`src/rtl/crpred_pkg.sv`:
```
// Package: shared types and fixed instruction field positions (MSB0).
// Assumes a 32-bit instruction word; bit k MSB0 is insn[31-k].
package crpred_pkg;

    localparam int INSN_W = 32;

    typedef enum logic [1:0] {
        VAR_TO_INT   = 2'b00,
        VAR_CR_TO_CR = 2'b01,
        VAR_FROM_INT = 2'b10,
        VAR_TO_BIT   = 2'b11
    } variant_e;

    typedef struct packed {
        logic       hit;
        variant_e   variant;
        logic [3:0] mask;
        logic [3:0] mode;
        logic       use_or;
        logic       rec;
        logic [2:0] fld_b;
        logic [4:0] reg_a;
        logic [2:0] fld_d;
    } dec_t;

endpackage

```
`src/rtl/crpred_decode.sv`:
```
// Module: instruction field extraction and match detection.
// Assumes MSB0 numbering; vector bit 3 of mask/mode is lane 0.
module crpred_decode
    import crpred_pkg::*;
#(
    parameter logic [4:0] XO_CODE = 5'd12,
    parameter logic [5:0] PRIMARY = 6'd19
) (
    input  logic [INSN_W-1:0] insn,
    output dec_t              dec
);
    // Slice fixed positions into the decoded record.
    always_comb begin
        dec.hit     = (insn[31:26] == PRIMARY) && (insn[10:6] == XO_CODE) && !insn[5];
        dec.variant = variant_e'({insn[20], insn[12]});
        dec.mask    = insn[19:16];
        dec.mode    = insn[4:1];
        dec.use_or  = insn[11];
        dec.rec     = insn[0];
        dec.fld_b   = insn[15:13];
        dec.reg_a   = insn[25:21];
        dec.fld_d   = insn[25:23];
    end
endmodule

```
`src/rtl/crpred_lanes.sv`:
```
// Module: masked per-lane comparison and AND/OR reduction.
// Assumes all vectors share the same lane ordering.
module crpred_lanes #(
    parameter int LANES = 4
) (
    input  logic [LANES-1:0] mask,
    input  logic [LANES-1:0] mode,
    input  logic [LANES-1:0] src,
    input  logic             use_or,
    output logic [LANES-1:0] lanes,
    output logic             reduced
);
    // One comparator per lane.
    for (genvar g = 0; g < LANES; g++) begin : g_lane
        assign lanes[g] = mask[g] & ~(mode[g] ^ src[g]);
    end

    // Select OR or AND reduction of the lane bits.
    always_comb reduced = use_or ? |lanes : &lanes;
endmodule

```
`src/rtl/crpred_wb.sv`:
```
// Module: forms the write requests from the decoded variant.
// Assumes lanes/reduced come from the source selected for that variant.
module crpred_wb
    import crpred_pkg::*;
#(
    parameter int XLEN    = 64,
    parameter int FIELD_W = 4,
    parameter int FSEL_W  = 3,
    parameter int BSEL_W  = 5
) (
    input  dec_t               dec,
    input  logic [FIELD_W-1:0] lanes,
    input  logic               reduced,
    input  logic               so,
    output logic               int_we,
    output logic [4:0]         int_dst,
    output logic [XLEN-1:0]    int_data,
    output logic               crf_we,
    output logic [FSEL_W-1:0]  crf_sel,
    output logic [FIELD_W-1:0] crf_data,
    output logic               crb_we,
    output logic [BSEL_W-1:0]  crb_sel,
    output logic               crb_data
);
    // Route results to the destination chosen by the variant.
    always_comb begin
        int_we   = 1'b0;
        int_dst  = '0;
        int_data = '0;
        crf_we   = 1'b0;
        crf_sel  = '0;
        crf_data = '0;
        crb_we   = 1'b0;
        crb_sel  = '0;
        crb_data = 1'b0;
        if (dec.hit) begin
            unique case (dec.variant)
                VAR_TO_INT: begin
                    int_we   = 1'b1;
                    int_dst  = dec.reg_a;
                    int_data = {{(XLEN-1){1'b0}}, reduced};
                    if (dec.rec) begin
                        crf_we   = 1'b1;
                        crf_sel  = '0;
                        crf_data = {1'b0, reduced, ~reduced, so};
                    end
                end
                VAR_FROM_INT: begin
                    crf_we   = 1'b1;
                    crf_sel  = dec.fld_b;
                    crf_data = lanes;
                end
                VAR_CR_TO_CR: begin
                    crf_we   = 1'b1;
                    crf_sel  = dec.fld_d;
                    crf_data = lanes;
                end
                VAR_TO_BIT: begin
                    crb_we   = 1'b1;
                    crb_sel  = dec.reg_a;
                    crb_data = reduced;
                end
                default: ;
            endcase
        end
    end
endmodule

```
`src/rtl/crpred_unit.sv`:
```
// Module: top of the CR predication execute unit.
// Selects the compare source, then registers the write requests.
// Assumes synchronous active-low reset and one-cycle latency.
module crpred_unit
    import crpred_pkg::*;
#(
    parameter int         XLEN       = 64,
    parameter int         NUM_FIELDS = 8,
    parameter int         FIELD_W    = 4,
    parameter logic [4:0] XO_CODE    = 5'd12
) (
    input  logic                              clk,
    input  logic                              rst_n,
    input  logic [31:0]                       insn_i,
    input  logic [XLEN-1:0]                   ra_i,
    input  logic [NUM_FIELDS*FIELD_W-1:0]     cr_i,
    input  logic                              so_i,
    output logic                              match_o,
    output logic                              int_we_o,
    output logic [4:0]                        int_dst_o,
    output logic [XLEN-1:0]                   int_data_o,
    output logic                              crf_we_o,
    output logic [$clog2(NUM_FIELDS)-1:0]     crf_sel_o,
    output logic [FIELD_W-1:0]                crf_data_o,
    output logic                              crb_we_o,
    output logic [$clog2(NUM_FIELDS*FIELD_W)-1:0] crb_sel_o,
    output logic                              crb_data_o
);
    localparam int CR_W   = NUM_FIELDS * FIELD_W;
    localparam int FSEL_W = $clog2(NUM_FIELDS);
    localparam int BSEL_W = $clog2(CR_W);

    dec_t               dec;
    logic [FIELD_W-1:0] fld [NUM_FIELDS];
    logic [FIELD_W-1:0] src;
    logic               ra_lsb;
    logic [FIELD_W-1:0] lanes;
    logic               reduced;
    logic               unused_ra;

    logic               n_int_we, n_crf_we, n_crb_we, n_crb_data;
    logic [4:0]         n_int_dst;
    logic [XLEN-1:0]    n_int_data;
    logic [FSEL_W-1:0]  n_crf_sel;
    logic [FIELD_W-1:0] n_crf_data;
    logic [BSEL_W-1:0]  n_crb_sel;

    crpred_decode #(.XO_CODE(XO_CODE)) u_dec (.insn(insn_i), .dec(dec));

    // Split the CR into fields, field 0 at the most significant end.
    for (genvar g = 0; g < NUM_FIELDS; g++) begin : g_fld
        assign fld[g] = cr_i[CR_W-1-FIELD_W*g -: FIELD_W];
    end

    assign unused_ra = ^ra_i[XLEN-1:1];

    // Register 0 reads as zero; pick integer LSB or CR field as the source.
    always_comb begin
        ra_lsb = (dec.reg_a == 5'd0) ? 1'b0 : ra_i[0];
        src    = (dec.variant == VAR_FROM_INT) ? {FIELD_W{ra_lsb}} : fld[dec.fld_b];
    end

    crpred_lanes #(.LANES(FIELD_W)) u_lanes (
        .mask(dec.mask), .mode(dec.mode), .src(src), .use_or(dec.use_or),
        .lanes(lanes), .reduced(reduced)
    );

    crpred_wb #(.XLEN(XLEN), .FIELD_W(FIELD_W), .FSEL_W(FSEL_W), .BSEL_W(BSEL_W)) u_wb (
        .dec(dec), .lanes(lanes), .reduced(reduced), .so(so_i),
        .int_we(n_int_we), .int_dst(n_int_dst), .int_data(n_int_data),
        .crf_we(n_crf_we), .crf_sel(n_crf_sel), .crf_data(n_crf_data),
        .crb_we(n_crb_we), .crb_sel(n_crb_sel), .crb_data(n_crb_data)
    );

    // Output register stage with synchronous reset.
    always_ff @(posedge clk) begin
        if (!rst_n) begin
            match_o    <= 1'b0;
            int_we_o   <= 1'b0;
            int_dst_o  <= '0;
            int_data_o <= '0;
            crf_we_o   <= 1'b0;
            crf_sel_o  <= '0;
            crf_data_o <= '0;
            crb_we_o   <= 1'b0;
            crb_sel_o  <= '0;
            crb_data_o <= 1'b0;
        end else begin
            match_o    <= dec.hit;
            int_we_o   <= n_int_we;
            int_dst_o  <= n_int_dst;
            int_data_o <= n_int_data;
            crf_we_o   <= n_crf_we;
            crf_sel_o  <= n_crf_sel;
            crf_data_o <= n_crf_data;
            crb_we_o   <= n_crb_we;
            crb_sel_o  <= n_crb_sel;
            crb_data_o <= n_crb_data;
        end
    end
endmodule

```
`config.mk`:
```
export PLATFORM = sky130hd
export DESIGN_NAME = crpred_unit
export DESIGN_NICKNAME = d
export VERILOG_FILES = /design/src/rtl/crpred_pkg.sv /design/src/rtl/crpred_decode.sv /design/src/rtl/crpred_lanes.sv /design/src/rtl/crpred_wb.sv /design/src/rtl/crpred_unit.sv
export SDC_FILE = /design/constraint.sdc
export NUM_CORES = 1
export LEC_CHECK = 0
export BUFFER_PORTS_ARGS = -buffer_cell sky130_fd_sc_hd__buf_2
export CAP_MARGIN = 10
export CELL_PAD_IN_SITES_DETAIL_PLACEMENT = 1
export CELL_PAD_IN_SITES_GLOBAL_PLACEMENT = 1
export CORE_MARGIN = 2
export CORE_UTILIZATION = 23
export DETAILED_ROUTE_END_ITERATION = 12
export GPL_TIMING_DRIVEN = 0
export PLACE_DENSITY = 0.86
export SLEW_MARGIN = 10
export SYNTH_ARGS = -nofsm -noshare
export SYNTH_HDL_FRONTEND = slang
export SYNTH_SLANG_ARGS = --single-unit
```
`constraint.sdc`:
```
create_clock -name clk -period 7.05 [get_ports clk]
set_input_delay 2.115 -clock clk [delete_from_list [all_inputs] [get_ports clk]]
set_output_delay 2.115 -clock clk [all_outputs]
set_load 0.02 [all_outputs]
```
-- After elaboration in Yosys (flattened, before gate mapping)
Cells that the tools add are included.
Widths: inputs -> output; s select.
- register bits after elaboration: 86
- bits of input ports: 131
- logic and storage cells: 55
- magnitude comparators: 1
- equal/unequal tests: 5
- multiplexer cells: 13
- bitwise gates (word level): 14
- reduce and logical (&&, ||, !) cells: 11
- operators with widths (operator ; count):
    $bmux 4 s3 ; 1
    $mux 4 ; 3
    $pmux 4 s2 ; 1
    $eq 6x5->1 const B ; 1
    $pmux 3 s2 ; 1
    $reduce_and 3->1 ; 2
    $eq 5x4->1 const B ; 1
    $logic_not 5->1 ; 1
    $mux 1 ; 5
    $not 1->1 ; 5
    $and 1x1->1 ; 4
    $eq 2x2->1 const B ; 2
    $ge 4x4->1 const B ; 1
    $not 3->4 ; 1
    $reduce_and 4->1 ; 1
    $reduce_or 4->1 ; 1
    $xor 1x1->1 ; 4
    $mux 3 ; 1
    $eq 2x1->1 const B ; 1
    $logic_and 1x1->1 ; 2
    $logic_not 2->1 ; 1
    $pmux 1 s2 ; 1
    $reduce_and 2->1 ; 1
    $reduce_or 2->1 ; 1
    $logic_not 1->1 ; 1

-- Logic depth before layout (Yosys ltp)
Gate-level depths: netlist of run 1.
- depth in word-level cells: 13
- depth in mapped cells: 10

-- Cells and area by module
From an unflattened synthesis of run 1, not the netlist that was laid out.
- cells, all modules: 359
- area, all modules: 3676.0 um^2
- by module, submodules not included (module ; instances ; cells each ; area each (um^2)):
    crpred_unit ; 1 ; 211 ; 2598.7
    crpred_wb ; 1 ; 106 ; 770.7
    crpred_decode ; 1 ; 27 ; 214.0
    crpred_lanes ; 1 ; 15 ; 92.6

-- Worst setup path after synthesis of run 1
No wires, ideal clock.
- path type: input -> register
- start point: in insn_i[12]
- end point: reg crf_data_o[2]
- arrival: 3.796 ns
- path slack: 3.187 ns
- stages: 10
- cells stage by stage: inv_1 > ha_1 > buf_4 > nor3b_2 > a21oi_2 > nand3_1 > o221ai_2 > a41oi_2 > a21bo_1 > a21oi_2
- word-level cells in the longest chain between the ends: 9
- elaborated cells between the ends (all ways): 22
- those cells by class: eq/ne (2); mux (4); bitwise (12); reduce/logical (4)
- ends and longest elaborated chain (what ; line ; source):
    start: declaration ; crpred_unit.sv:14 ; input logic [31:0] insn_i,
    $eq 2x2->1 ; crpred_wb.sv:37, crpred_unit.sv:60 ;
    $mux 4 ; crpred_unit.sv:60 ; src = (dec.variant == VAR_FROM_INT) ? {FIELD_W{ra_lsb}} : fld[dec.fld_b];
    $xor 1x1->1 ; crpred_lanes.sv:15 ; assign lanes[g] = mask[g] & ~(mode[g] ^ src[g]);
    $not 1->1 ; crpred_lanes.sv:15 ;
    $and 1x1->1 ; crpred_lanes.sv:15 ;
    $reduce_and 4->1 / $reduce_or 4->1 (equally long branches) ; crpred_lanes.sv:19 ; always_comb reduced = use_or ? |lanes : &lanes;
    $mux 1 ; crpred_lanes.sv:19 ;
    $mux 3 ; crpred_wb.sv:42 ; if (dec.rec) begin
    $pmux 4 s2 * ; crpred_wb.sv:37 ; unique case (dec.variant)
    end signal: assignment ; crpred_unit.sv:95 ; crf_data_o <= n_crf_data;
    end: declaration ; crpred_unit.sv:24 ; output logic [FIELD_W-1:0] crf_data_o,
Every way passes the cells marked *; elsewhere a longest branch is shown, timed or not.
A chain may end at the register's enable or synchronous reset.

-- Final worst setup path of run 1
- start point: in insn_i[12]
- end point: reg crb_data_o
- word-level cells in the longest chain between the ends: 7
- elaborated cells between the ends (all ways): 19
- those cells by class: eq/ne (2); mux (2); bitwise (12); reduce/logical (3)
- ends and longest elaborated chain (what ; line ; source):
    $eq 2x2->1 ; crpred_unit.sv:60 ;
    $mux 4 ; crpred_unit.sv:60 ;
    $xor 1x1->1 ; crpred_lanes.sv:15 ;
    $not 1->1 ; crpred_lanes.sv:15 ;
    $and 1x1->1 ; crpred_lanes.sv:15 ;
    $reduce_and 4->1 / $reduce_or 4->1 (equally long branches) ; crpred_lanes.sv:19 ;
    $mux 1 ; crpred_lanes.sv:19 ;
    end signal: assignment ; crpred_unit.sv:98 ; crb_data_o <= n_crb_data;
    end: declaration ; crpred_unit.sv:27 ; output logic crb_data_o
Several ways; a longest one is shown, not always the timed one.

==> impl_metrics.py, run 1 <==
metrics = {
    "timing": {
        "fmax_mhz": 249,
        "fin_setup_tns_ns": 0,
        "hold_viol": 0,
        "tightest_slew_ns": 0.498,
        "relSlewSlack_pct": 66.7,
        "rsz0062_at_grt": "false",
        "period_minus_slack_ns": 4.02,
        "fin_crit_sh_pct": 57.0,
        "finalSetupViolCount": 0,
        "holdWs_ns": 2.10,
        "drv_slew": 0,
    },
    "die": {
        "rows": 32,
        "initial_core_util_pct": 23.8,
        "io_pins": 217,
        "die_area_um2": 8720,
        "die_y_um": 93.4,
        "die_w_um": 93.4,
        "core_um2": 7730,
    },
    "placement": {
        "globalplace.congestion": 0.701,
        "hpwl_um": 4860,
        "port_buffers": 90,
        "placed_area_um2": 2650,
    },
    "routing": {
        "via_per_inst": 3.86,
        "wirelength_um": 5360,
        "post-route-drc-count": 0,
        "firstDrtPassIters": 4,
        "drtAntennaViolNets": 0,
        "via_count": 1743,
        "wl_per_cell_um": 11.8,
        "drtIter0Drc": 34,
    },
    "clock_network": {
        "clock_path_buffers": 2,
        "cts_hold_buf": 0,
        "cts.sink_count": 23,
        "post_cts_buffers": 0,
        "htree_levels": 1,
        "clock-root-buffer": "clkbuf_8",
        "numCtsBuffers": 3,
        "cts_tree": "yes",
        "clk_pin_slew_worst_paths_ns": 0.07,
        "ctsResizeCount": 0,
    },
    "grt": {
        "grt_pass1_vias": 1744,
        "antenna_found_initial": 0,
        "grtUsageTotal_pct": 11.6,
        "grt_max_degree": 14,
        "grt_pass1_wl_um": 8040,
        "grt_remaining_overflow": 0,
    },
    "logic_synthesis": {
        "syn_avg_cell_area_um2": 9.47,
        "synth_edf_count": 0,
        "synth-adder-area-share_pct": 3.40,
        "yosysTopAreaCellShare_pct": 26.1,
        "synth-simple-area-share_pct": 16.2,
        "syn-instance-count": 194,
        "syn_area_um2": 1840,
        "synthFlopType": "dfxtp_1",
        "synth_xor_area_share_pct": 0,
        "yosysTopAreaCell": "buf_4",
        "synth_mux_area_share_pct": 13.4,
        "yosysSeqAreaShare_pct": 25.1,
        "synth_cell_types": 38,
        "async_reset_ff_share_pct": 0,
        "synth_area_leaders": "buf_4 26%, dfxtp_1 25%, mux4_1 4.3%, and3_1 3.7%, ha_1 3.4%",
        "synth_top_family_by_area": "buffers and inverters",
        "ys_seq_elements": 23,
        "yosysWarnings": 0,
        "synth-compound-area-share_pct": 14.0,
    },
    "layout": {
        "syn_to_final_growth_pct": 46.6,
        "diodes": 0,
        "most-common-layout-cells": "90 x buf_2, 64 x buf_4, 63 x conb_1, 23 x dfxtp_1, 11 x and3_1",
        "regArea_um2": 460,
        "fin_area_um2": 2700,
        "multi_input_area_um2": 1100,
        "drive_gt1_share_pct": 51.1,
        "fin_nets": 487,
        "final_common_cell": "buf_2",
        "fillers": 986,
    },
    "min_path": {
        "hold_path.class": "in2reg",
        "holdPathStages": 3,
    },
    "status": {
        "outcome": "finished clean",
    },
    "worst_setup_path": {
        "cp.arrival_ns": 4.18,
        "crit_fanout": 9,
        "cp-start-kind": "primary input",
        "crit_path_end_kind": "register",
        "required_ns": 7.22,
        "crit_type": "in2reg",
    },
    "power_and_ir_drop": {
        "pwr_density_cell_nw_per_um2": 125,
        "peakVddDrop_mv": 0.0490,
        "total_leakage_power_nw": 1.53,
    },
    "flow_run": {
        "maxCapViolCount": 0,
    },
}
-- per-layer routing --
| layer | vias to the layer above | share of wire, % | routed length [um] | global-route usage, % |
|---|---|---|---|---|
| met1 | 753 | 37 | 1990 | 12.6 |
| li1 | 871 | - | - | - |
| met3 | 5 | 13 | 697 | 3.38 |
| met5 | - | 0 | 0 | 0 |
| met4 | 0 | 1.1 | 57 | 3.68 |
| met2 | 114 | 49 | 2610 | 21.3 |
-- Yosys cell counts, types with 2 or more instances --
library cell and count:
nor2b_1 4, and3_1 11, a21oi_1 4, nand3_1 6, nand2b_1 4, ha_1 5
a221oi_2 4, mux2_4 4, mux4_1 3, dfxtp_1 23, inv_1 4, a21oi_2 2
and2_1 5, o221ai_2 3, a211oi_1 4, mux2i_1 4, buf_4 64, nand2_1 7
mux2_1 3, nor2_1 9, a22oi_1 4
-- registers in the layout, indices dropped and copies added, names as in the netlist --
register	count
int_dst_o	5
crf_data_o	4
crb_sel_o	5
int_data_o	1
crf_sel_o	3
match_o	1
int_we_o	1
crb_we_o	1
crf_we_o	1
crb_data_o	1
-- per-stage QoR --
step	util (%)	total power, mW	instances	worst slack [ns]
3_3_place_gp	34.3	0.255	448	2.78
2_1_floorplan	-	0.227	256	3.19
3_5_place_dp	34.3	0.257	448	2.73
6_report	34.9	0.336	452	3.03
4_1_cts	34.9	0.335	452	3.00
5_1_grt	34.9	0.353	452	2.83
-- critical path, cell delays in order --
cell and delay (ns):
buf_2 0.13, inv_1 0.08, ha_1 0.16, buf_4 0.18, nor3b_2 0.39, a21oi_2 0.21, nand3_1 0.16, o221ai_2 0.16
o31ai_2 0.34, and2_1 0.21, nor2b_1 0.05
-- cells by family (layout without fill, tap and decap cells) --
family | Yosys count | after routing
buf+inv | 70 | 164
simple gates | 53 | 53
compound gates | 26 | 26
mux | 16 | 16
fa+ha+maj | 5 | 5
other cells | 1 | 63
flops | 23 | 23
-- path summary, 6_finish.rpt --
path,from,endpoint,slack (ns)
max,insn_i[12],crb_data_o,3.03
min,so_i,crf_data_o[0],2.10
-- layout make-up --
type                            instances  share of cell area (%)
Multi-Input combinational cell        163                    40.8
Buffer                                 66                    18.4
Sequential cell                        23                    17.1
Timing Repair Buffer                   90                    16.7
Tap cell                              102                    4.74
Clock buffer                            3                    1.53
Inverter                                4                   0.557
Clock inverter                          1                   0.186
-- power by group --
part	internal (mW)	leakage, nW	switching [mW]
logic	0.0581	1.32	0.0680
registers	0.130	0.185	0.00000106
clock network	0.0395	0.0255	0.0403
Power figures use the tool's default switching activity.
==> run 2: changes to the inputs <==
Settings changed: ABC_AREA set to 1, CORE_UTILIZATION 23 to 17, PLACE_DENSITY 0.86 to 0.75.
Clock period 7.05 ns to 3.4 ns, I/O delays scaled along.
==> impl_metrics.py, run 2 <==
metrics = {
    "status": {
        "outcome": "finished clean",
    },
    "worst_setup_path": {
        "cp_num_buf_inv": 4,
        "path_cells": "buf_2 > inv_1 > ha_1 > inv_1 > nand3_1 > nand2_1 > nand2_1 > nand3_1 > nand2_1 > o21ai_1 > nand2_1 > inv_1 > nor2_1",
        "critPathMaxStageDelay_ns": 0.25,
        "slowest_stage": "ha_1",
        "cp-start-kind": "primary input",
        "cp.arrival_ns": 2.42,
        "crit_type": "in2reg",
        "crit_fanout": 5,
        "crit_path_end_kind": "register",
        "path_common_cell": "nand2_1",
        "required_ns": 3.55,
        "cpLargestDelayFamily": "simple AND/OR/NAND/NOR gates",
    },
    "grt": {
        "grt_pass1_wl_um": 8770,
        "grt_max_degree": 13,
        "grt_pass1_vias": 1956,
        "antenna_found_initial": 4,
        "grt_remaining_overflow": 0,
        "grtUsageTotal_pct": 9.63,
    },
    "min_path": {
        "holdPathStages": 3,
        "holdPathEnd": "int_dst_o[1]",
        "hold_path.class": "in2reg",
        "hold_start": "insn_i[22]",
    },
    "layout": {
        "reg.largest.list": "crb_sel_o x5, int_dst_o x5, crf_data_o x4",
        "syn_to_final_growth_pct": 51.7,
        "fin_area_um2": 2620,
        "final_core_util_pct": 26.7,
        "final_common_cell": "buf_2",
        "drive_gt1_share_pct": 41.8,
        "most-common-layout-cells": "88 x buf_2, 64 x buf_4, 63 x conb_1, 58 x nand2_1, 35 x nand3_1",
        "fillers": 1291,
        "fin_nets": 539,
        "final_cells": 538,
    },
    "placement": {
        "port_buffers": 88,
        "placed_cells": 531,
        "post-place-ws_ns": 0.830,
        "placed_area_um2": 2560,
        "hpwl_um": 4810,
        "globalplace.congestion": 0.700,
    },
    "clock_network": {
        "clock_path_buffers": 2,
        "numCtsBuffers": 3,
        "cts.sink_count": 23,
        "cts_tree": "yes",
        "clock-root-buffer": "clkbuf_8",
        "post_cts_buffers": 0,
        "cts_hold_buf": 0,
        "htree_levels": 1,
        "clk_pin_slew_worst_paths_ns": 0.07,
        "ctsResizeCount": 0,
    },
    "timing": {
        "fmax_mhz": 441,
        "holdWs_ns": 1.01,
        "rsz0062_at_grt": "false",
        "fin_setup_tns_ns": 0,
        "hold_viol": 0,
        "finalSetupViolCount": 0,
        "setup_ws_ns": 1.13,
        "fin_crit_sh_pct": 66.7,
        "drv_slew": 0,
        "period_minus_slack_ns": 2.27,
    },
    "routing": {
        "wl_met1_um": 1970,
        "dr.max_layer_used": "met5",
        "post-route-drc-count": 0,
        "via_count": 1867,
        "firstDrtPassIters": 4,
        "wl_per_cell_um": 9.91,
        "drtIter0Drc": 57,
        "drtAntennaViolNets": 0,
        "dr_wl_met3_um": 496,
        "via_per_inst": 3.47,
        "wirelength_um": 5330,
        "route.met2.wl_um": 2800,
    },
    "logic_synthesis": {
        "synth_area_leaders": "buf_4 28%, dfxtp_1 27%, nand2_1 13%, nand3_1 10%, nor2_1 4.1%",
        "synthTopCellsByCount": "64 x buf_4, 58 x nand2_1, 35 x nand3_1, 23 x dfxtp_1, 19 x nor2_1",
        "synth_edf_count": 0,
        "yosysTopAreaCellShare_pct": 27.8,
        "syn_avg_cell_area_um2": 6.96,
        "synth_cell_types": 23,
        "synthFlopType": "dfxtp_1",
        "async_reset_ff_share_pct": 0,
        "yosysTopAreaCell": "buf_4",
        "syn-instance-count": 248,
        "yosysSeqAreaShare_pct": 26.7,
        "synth.most_common_cell": "buf_4",
        "ys_seq_elements": 23,
        "syn_area_um2": 1730,
        "yosysWarnings": 0,
    },
    "power_and_ir_drop": {
        "pwr-share-seq_pct": 40.0,
        "intPower_mw": 0.458,
        "pwr_density_cell_nw_per_um2": 257,
        "p_sw_share_pct": 32.0,
        "switchingPower_mw": 0.216,
        "total_leakage_power_nw": 1.58,
        "peakVddDrop_mv": 0.105,
        "combinationalPowerShare_pct": 36.2,
        "clockPowerShare_pct": 23.9,
        "finalPower_mw": 0.674,
    },
    "die": {
        "rows": 36,
        "io_pins": 217,
        "core_um2": 9820,
        "initial_core_util_pct": 17.6,
        "die_y_um": 105,
        "die_w_um": 105,
        "die_area_um2": 11000,
    },
    "flow_run": {
        "maxCapViolCount": 0,
    },
}
## run 2: changes by cell type after synthesis, sizes merged, moves of 5 or more
cell and delta:
and2 -5, nand2 +54, inv +15, mux2 -8, and3 -11, nand3 +32, nor2 +10
## run 2: kinds of logic after synthesis
group | count (synthesis) | synth area share [%]
AND/OR/NAND/NOR | 125 | 32.5
buffers and inverters | 86 | 34.4
flip-flops | 23 | 26.7
AO/OA/AOI/OAI | 8 | 2.54
adder cells (fa/ha/maj) | 5 | 3.63
other | 1 | 0.217
## run 2: per-layer routing
metal,GRT usage [%],vias to the layer above
li1,-,965
met1,10.2,813
met2,18.5,80
met3,2.62,7
met4,2.57,2
met5,0,-
## run 2: final cells by class
type	count	area (um^2)	area share (%)
tap	133	166	6.36
multi-input combinational	201	903	34.5
timing repair buffer	88	440	16.8
clock buffer	4	45.0	1.72
buffer	67	518	19.8
sequential	23	460	17.6
antenna	3	7.51	0.287
inverter	19	76.3	2.92
## run 2: power by group through the flow
| stage | registers [mW] | logic (mW) | clock network, mW |
|---|---|---|---|
| after floorplan | 0.275 | 0.183 | 0 |
| after global placement | 0.275 | 0.237 | 0 |
| after detailed placement | 0.275 | 0.241 | 0 |
| after CTS | 0.269 | 0.241 | 0.168 |
| after global routing | 0.269 | 0.270 | 0.185 |
| final | 0.269 | 0.244 | 0.161 |
## run 2: worst max-delay path by stage
| stage | depth (start not counted) | startpoint | slack [ns] | to |
|---|---|---|---|---|
| after floorplan | 14 | insn_i[13] | 1.16 | crf_data_o[2] |
| after global placement | 13 | insn_i[12] | 0.88 | int_data_o[0] |
| after detailed placement | 13 | insn_i[12] | 0.83 | int_data_o[0] |
| after CTS | 13 | insn_i[12] | 1.11 | int_data_o[0] |
| after global routing | 12 | insn_i[12] | 0.87 | crb_data_o |
| final | 13 | insn_i[12] | 1.13 | int_data_o[0] |
